File: config.mk
export PLATFORM = sky130hd
export DESIGN_NAME = pwm_dbuf
export DESIGN_NICKNAME = d
export VERILOG_FILES = /design/src/rtl/pwm_dbuf_pkg.sv /design/src/rtl/pwm_regs.sv /design/src/rtl/pwm_core.sv /design/src/rtl/pwm_flag.sv /design/src/rtl/pwm_dbuf.sv
export SDC_FILE = /design/constraint.sdc
export NUM_CORES = 1
export LEC_CHECK = 0
export BUFFER_PORTS_ARGS = -buffer_cell sky130_fd_sc_hd__buf_4
export CAP_MARGIN = 20
export CORE_MARGIN = 2
export CORE_UTILIZATION = 30
export CTS_CLUSTER_DIAMETER = 200
export DETAILED_ROUTE_END_ITERATION = 7
export GPL_ROUTABILITY_DRIVEN = 1
export PLACE_DENSITY = 0.53
export SLEW_MARGIN = 25
export SYNTH_ARGS = -nofsm -noshare
export SYNTH_HDL_FRONTEND = slang
export SYNTH_HIERARCHICAL = 1
export SYNTH_SLANG_ARGS = --single-unit
File: constraint.sdc
create_clock -name clk_i -period 4.25 [get_ports clk_i]
set_input_delay 0.85 -clock clk_i [delete_from_list [all_inputs] [get_ports clk_i]]
set_output_delay 0.85 -clock clk_i [all_outputs]
set_load 0.1 [all_outputs]
File: src/rtl/pwm_dbuf_pkg.sv
package pwm_dbuf_pkg;
  typedef enum logic [1:0] {
    SEL_STAT = 2'd0,
    SEL_PER  = 2'd1,
    SEL_PW   = 2'd2,
    SEL_RSVD = 2'd3
  } reg_sel_e;

  localparam int PIN_BIT  = 7;
  localparam int LOAD_BIT = 5;
  localparam int N_FRONT  = 2;
endpackage

File: src/rtl/pwm_regs.sv
module pwm_regs
  import pwm_dbuf_pkg::*;
#(
  parameter int W  = 16,
  parameter int LW = 3
) (
  input  logic          clk_i,
  input  logic          rst_ni,
  input  logic          en_i,
  input  logic [1:0]    sel_i,
  input  logic          wr_i,
  input  logic          rd_i,
  input  logic [W-1:0]  wdata_i,
  input  logic          flag_i,
  input  logic          pin_i,
  output logic [W-1:0]  per_f_o,
  output logic [W-1:0]  pw_f_o,
  output logic [LW-1:0] lvl_o,
  output logic          load_o,
  output logic          stat_wr_o,
  output logic          stat_rd_o,
  output logic          flag_wbit_o,
  output logic [W-1:0]  rdata_o
);
  localparam int FLAG_BIT = W - 1;
  localparam int LVL_HI   = FLAG_BIT - 1;

  logic [W-1:0]  front_q [N_FRONT];
  logic [LW-1:0] lvl_q;

  // front registers: index 0 = period, 1 = pulse
  for (genvar g = 0; g < N_FRONT; g++) begin : g_front
    localparam logic [1:0] ADDR = 2'(int'(SEL_PER) + g);
    always_ff @(posedge clk_i or negedge rst_ni) begin
      if (!rst_ni)                      front_q[g] <= '0;
      else if (wr_i && sel_i == ADDR)   front_q[g] <= wdata_i;
    end
  end

  always_ff @(posedge clk_i or negedge rst_ni) begin
    if (!rst_ni)                        lvl_q <= '0;
    else if (wr_i && sel_i == SEL_STAT) lvl_q <= wdata_i[LVL_HI -: LW];
  end

  assign stat_wr_o   = wr_i && (sel_i == SEL_STAT);
  assign stat_rd_o   = rd_i && (sel_i == SEL_STAT);
  assign flag_wbit_o = wdata_i[FLAG_BIT];
  assign load_o      = stat_wr_o && wdata_i[LOAD_BIT] && en_i;
  assign per_f_o     = front_q[0];
  assign pw_f_o      = front_q[1];
  assign lvl_o       = lvl_q;

  always_comb begin
    rdata_o = '0;
    unique case (sel_i)
      SEL_STAT: begin
        rdata_o[FLAG_BIT]         = flag_i;
        rdata_o[LVL_HI -: LW]     = lvl_q;
        rdata_o[PIN_BIT]          = pin_i;
      end
      SEL_PER:  rdata_o = front_q[0];
      SEL_PW:   rdata_o = front_q[1];
      default:  rdata_o = '0;
    endcase
  end

  assert_lvl_hold_R2: assert property (@(posedge clk_i) disable iff (!rst_ni)
    !(wr_i && sel_i == SEL_STAT) |=> $stable(lvl_o));
endmodule

File: src/rtl/pwm_core.sv
module pwm_core #(
  parameter int W = 16
) (
  input  logic         clk_i,
  input  logic         rst_ni,
  input  logic         en_i,
  input  logic         load_i,
  input  logic [W-1:0] per_f_i,
  input  logic [W-1:0] pw_f_i,
  output logic         pwm_o,
  output logic         set_evt_o
);
  localparam logic [W-1:0] ONE = W'(1);

  logic         run_q, out_q;
  logic [W-1:0] cnt_q, per_w_q, pw_w_q;
  logic         restart, wrap;

  assign restart = en_i && (!run_q || load_i);
  assign wrap    = en_i && run_q && !load_i && (cnt_q == per_w_q);

  always_ff @(posedge clk_i or negedge rst_ni) begin
    if (!rst_ni) begin
      run_q   <= 1'b0;
      out_q   <= 1'b0;
      cnt_q   <= '0;
      per_w_q <= '0;
      pw_w_q  <= '0;
    end else if (!en_i) begin
      run_q <= 1'b0;
      out_q <= 1'b0;
      cnt_q <= '0;
    end else if (restart || wrap) begin
      run_q   <= 1'b1;
      per_w_q <= per_f_i;
      pw_w_q  <= pw_f_i;
      cnt_q   <= ONE;
      out_q   <= |pw_f_i;
    end else begin
      cnt_q <= cnt_q + ONE;
      if (cnt_q == pw_w_q) out_q <= 1'b0;
    end
  end

  assign pwm_o     = out_q;
  assign set_evt_o = restart || wrap;

  assert_restart_cnt_R3: assert property (@(posedge clk_i) disable iff (!rst_ni)
    (en_i && (!run_q || load_i)) |=> (cnt_q == ONE && run_q));

  assert_off_low_R9: assert property (@(posedge clk_i) disable iff (!rst_ni)
    !en_i |=> !pwm_o);

  assert_cnt_range_R4: assert property (@(posedge clk_i) disable iff (!rst_ni)
    (run_q && per_w_q != '0) |-> (cnt_q >= ONE && cnt_q <= per_w_q));

  assert_zero_pulse_low_R4: assert property (@(posedge clk_i) disable iff (!rst_ni)
    (run_q && en_i && !load_i && pw_w_q == '0 && cnt_q != per_w_q) |=> !pwm_o);
endmodule

File: src/rtl/pwm_flag.sv
module pwm_flag (
  input  logic clk_i,
  input  logic rst_ni,
  input  logic en_i,
  input  logic set_evt_i,
  input  logic stat_rd_i,
  input  logic stat_wr_i,
  input  logic wbit_i,
  output logic flag_o
);
  logic flag_q, armed_q;

  always_ff @(posedge clk_i or negedge rst_ni) begin
    if (!rst_ni) begin
      flag_q  <= 1'b0;
      armed_q <= 1'b0;
    end else if (!en_i) begin
      flag_q  <= 1'b0;
      armed_q <= 1'b0;
    end else if (set_evt_i) begin
      flag_q  <= 1'b1;
      armed_q <= 1'b0;          // a new event cancels a pending clear
    end else if (stat_wr_i) begin
      if (armed_q && !wbit_i) flag_q <= 1'b0;
      armed_q <= 1'b0;
    end else if (stat_rd_i) begin
      armed_q <= flag_q;
    end
  end

  assign flag_o = flag_q;

  assert_set_evt_R5: assert property (@(posedge clk_i) disable iff (!rst_ni)
    (en_i && set_evt_i) |=> flag_o);

  assert_flag_sticky_R6: assert property (@(posedge clk_i) disable iff (!rst_ni)
    (en_i && flag_o && !(stat_wr_i && !wbit_i)) |=> flag_o);

  assert_no_self_set_R7: assert property (@(posedge clk_i) disable iff (!rst_ni)
    (!flag_o && !set_evt_i) |=> !flag_o);

  assert_off_clear_R9: assert property (@(posedge clk_i) disable iff (!rst_ni)
    !en_i |=> !flag_o);
endmodule

File: src/rtl/pwm_dbuf.sv
module pwm_dbuf #(
  parameter int W  = 16,
  parameter int LW = 3
) (
  input  logic          clk_i,
  input  logic          rst_ni,
  input  logic          en_i,
  input  logic [1:0]    reg_sel_i,
  input  logic          wr_i,
  input  logic          rd_i,
  input  logic [W-1:0]  wdata_i,
  output logic [W-1:0]  rdata_o,
  output logic          irq_o,
  output logic [LW-1:0] irq_lvl_o,
  output logic          pwm_o
);
  logic [W-1:0]  per_f, pw_f;
  logic [LW-1:0] lvl;
  logic          load, stat_wr, stat_rd, wbit, flag, set_evt, pwm;

  pwm_regs #(.W(W), .LW(LW)) u_regs (
    .clk_i, .rst_ni, .en_i,
    .sel_i(reg_sel_i), .wr_i, .rd_i, .wdata_i,
    .flag_i(flag), .pin_i(pwm),
    .per_f_o(per_f), .pw_f_o(pw_f), .lvl_o(lvl),
    .load_o(load), .stat_wr_o(stat_wr), .stat_rd_o(stat_rd),
    .flag_wbit_o(wbit), .rdata_o
  );

  pwm_core #(.W(W)) u_core (
    .clk_i, .rst_ni, .en_i,
    .load_i(load), .per_f_i(per_f), .pw_f_i(pw_f),
    .pwm_o(pwm), .set_evt_o(set_evt)
  );

  pwm_flag u_flag (
    .clk_i, .rst_ni, .en_i,
    .set_evt_i(set_evt), .stat_rd_i(stat_rd), .stat_wr_i(stat_wr),
    .wbit_i(wbit), .flag_o(flag)
  );

  assign pwm_o     = pwm;
  assign irq_o     = flag && (lvl != '0);
  assign irq_lvl_o = irq_o ? lvl : '0;

  assert_irq_off_R11: assert property (@(posedge clk_i) disable iff (!rst_ni)
    !en_i |=> !irq_o);
endmodule

==> results.toml <==
[grt]
grt_use_met2 = 0.203
met3_usage = 0.0270
grt_pass1_wl_um = 16000
grt_pass1_vias = 2830
antenna_found_initial = 0
grtUsageMet1 = 0.181
grt.overflow.total = 0
grt_util_all_layers = 0.131
grt_max_degree = 88
gr-max-usage-layer = "met2"

[clocking]
clkSinkCount = 87
numCtsBuffers = 9
clk_latency_ns = 0.34
cts_max_path_buffers = 2
tritoncts = "done"
htree_levels = 3
post_cts_buffers = 0
cts-hold-fix-buffers = 0
ctsResizeCount = 0
path_clk_slew_ns = 0.06
root_buffer = "clkbuf_16"

[setup_path]
crit_top_cell = "buf_4"
crit_arrival_ns = 2.40
cp-startpoint = "reg_sel_i[0]"
timing.critical_path.from_type = "input pin"
critPathSlowestCell = "ha_1"
worstPathRequired_ns = 3.40
critical_path.top_delay_family = "adder cells"
path_cells = "buf_4 -> inv_1 -> ha_1 -> a222oi_1 -> nor2_1 -> buf_4"
reg2regPathDepth = 6
path_depth = 6
r2r_slack_ns = 1.81
crit_fanout = 17
cp-endpoint = "rdata_o[13]"
r2r-end = "u_core/per_w_q[10]$_DFFE_PN0P_"
rr_startpoint = "u_core/cnt_q[9]$_DFF_PN0_"
worst_setup_path_end_kind = "output port"
critical_path_buf_inv_count = 3
critical_path_class = "in -> out"
max_stage_delay_ns = 0.64

[floorplanning]
start_util = 0.305
die_h_um = 125
core-area_mm2 = 0.0145
dieArea_mm2 = 0.0157
rows = 44
die_w_um = 125
io_pins = 44

[timing]
slew_headroom = 0.479
tightest_slew_ns = 0.782
fin_crit_sh = 0.766
slew_viol_final = 0
hold_violations = 0
fin_ws_ns = 0.995
setup_viol = 0
finalSetupTns_ns = 0
min_period_ns = 3.25
rsz0062_at_grt = "no"
skew_ns = 0.0106
fmax_mhz = 307

[place]
place.port_buffers = 43
gp_congestion = 0.759
post-place-ws_ns = 0.989
post-dp-hpwl_um = 7180

[synthesis]
ys_types = 35
syn_nets = 363
synth_cells = 335
ys_seq_area_frac = 0.493
synth_area_per_cell_um2 = 13.2
syn-cell-area_mm2 = 0.00441
synth.ff_latch_count = 87
yosysWarnings = 6

[cells_and_area]
drive_gt1_frac = 0.356
layout_common_cells = "87 x dfrtp_1, 49 x mux2_4, 44 x buf_4"
layout_commonest_cell = "dfrtp_1"
diodes = 0
seqCellArea_mm2 = 0.00218
multi_input_area_mm2 = 0.00208
fin_util = 0.358
nNetsFinal = 399
fillers = 1388
syn2layout_area_growth_pct = 17.3

[pwr]
switching_share = 0.298
powerDensity_mw_per_mm2 = 505
power_switching_uw = 779
peakVddDrop_mv = 0.209
clkPwrFrac = 0.333
intPower_mw = 1.83
power.leakage_nw = 2.40
p_comb_frac = 0.229
seq_power_share = 0.439

[run_status]
status = "finished, final reports clean"

[routing]
ant_nets = 0
routed-via-count = 2691
wl_per_cell_um = 17.6
wl_um = 9840
via_per_inst = 4.81
initialDrtViolationCount = 93
dr.pass1.iters = 4
drc = 0

[worst_hold_path]
hp-class = "reg -> reg"
hold_start = "u_core/pw_w_q[14]$_DFFE_PN0P_"

[job]
drv_cap = 0
[through the flow]
stage / hold WS [ns] / cells / area (µm²) / power (mW)
after global routing: 0.561 / 560 / 5180 / 2.73
after global placement: 0.527 / 544 / 4840 / 1.76
after detailed placement: 0.523 / 544 / 4840 / 1.77
after CTS: 0.538 / 560 / 5180 / 2.64
after floorplan: 0.497 / 335 / 4410 / 1.59
final: 0.532 / 560 / 5180 / 2.61
[kinds of logic after synthesis]
group	Yosys count	share of synthesized area
flops	87	0.493
simple gates	84	0.110
mux	69	0.217
xor+xnor	46	0.0913
buf+inv	24	0.0371
compound gates	20	0.0368
fa+ha+maj	5	0.0142
[final cells by class]
class                   count  share of cell area
clock inverters             4              0.0150
multi-input cells         224               0.402
well taps                 184              0.0445
inverters                   4             0.00290
flip-flops and latches     87               0.420
repair buffers             45              0.0660
clock buffers              12              0.0495
[flip-flops by register name, indices dropped and copies added, names as in the netlist]
signal	flops
u_core/pwm_o	1
u_core/cnt_q	16
u_flag/flag_o	1
u_regs/pw_f_o	16
u_regs/lvl_o	3
u_core/pw_w_q	16
u_flag/armed_q	1
u_core/run_q	1
u_regs/per_f_o	16
u_core/per_w_q	16
[Yosys cell counts (all sizes together)]
master | instances | area share
dfrtp | 87 | 0.49
mux2 | 67 | 0.21
xor2 | 26 | 0.052
nor2 | 25 | 0.021
xnor2 | 20 | 0.040
buf | 16 | 0.030
a22oi | 11 | 0.019
nor2b | 11 | 0.016
nand4 | 10 | 0.014
nand2 | 9 | 0.011
nor4 | 9 | 0.016
and2 | 6 | 0.0088
nand3 | 6 | 0.0068
a222oi | 5 | 0.011
ha | 5 | 0.014
clkbuf | 4 | 0.0037
inv | 4 | 0.0034
and4 | 3 | 0.0060
mux2i | 2 | 0.0045
o21ai | 2 | 0.0031
a21boi | 1 | 0.0017
and3 | 1 | 0.0014
nand2b | 1 | 0.0014
nor4b | 1 | 0.0034
nor4bb | 1 | 0.0023
o31a | 1 | 0.0020
or3b | 1 | 0.0020
[power by group through the flow]
stage / registers [mW] / clock network, mW / logic, mW
2_1_floorplan: 1.10 / 0 / 0.488
3_3_place_gp: 1.16 / 0 / 0.595
3_5_place_dp: 1.16 / 0 / 0.602
4_1_cts: 1.15 / 0.891 / 0.604
5_1_grt: 1.17 / 0.924 / 0.636
6_report: 1.15 / 0.870 / 0.597
[per-layer routing]
metal / vias to the layer above / part of all wire
met4: 0 / 0.016
met2: 61 / 0.47
met3: 9 / 0.031
li1: 1254 / -
met5: - / 0
met1: 1367 / 0.49
[worst min path at each step]
stage                                    end  cells past startpoint
3_3_place_gp    u_core/pw_w_q[9]$_DFFE_PN0P_                      1
3_5_place_dp    u_core/pw_w_q[9]$_DFFE_PN0P_                      1
2_1_floorplan  u_core/per_w_q[7]$_DFFE_PN0P_                      1
4_1_cts        u_core/pw_w_q[14]$_DFFE_PN0P_                      1
6_report       u_core/pw_w_q[14]$_DFFE_PN0P_                      1
5_1_grt         u_core/pw_w_q[2]$_DFFE_PN0P_                      1
Power figures use the tool's default switching activity.
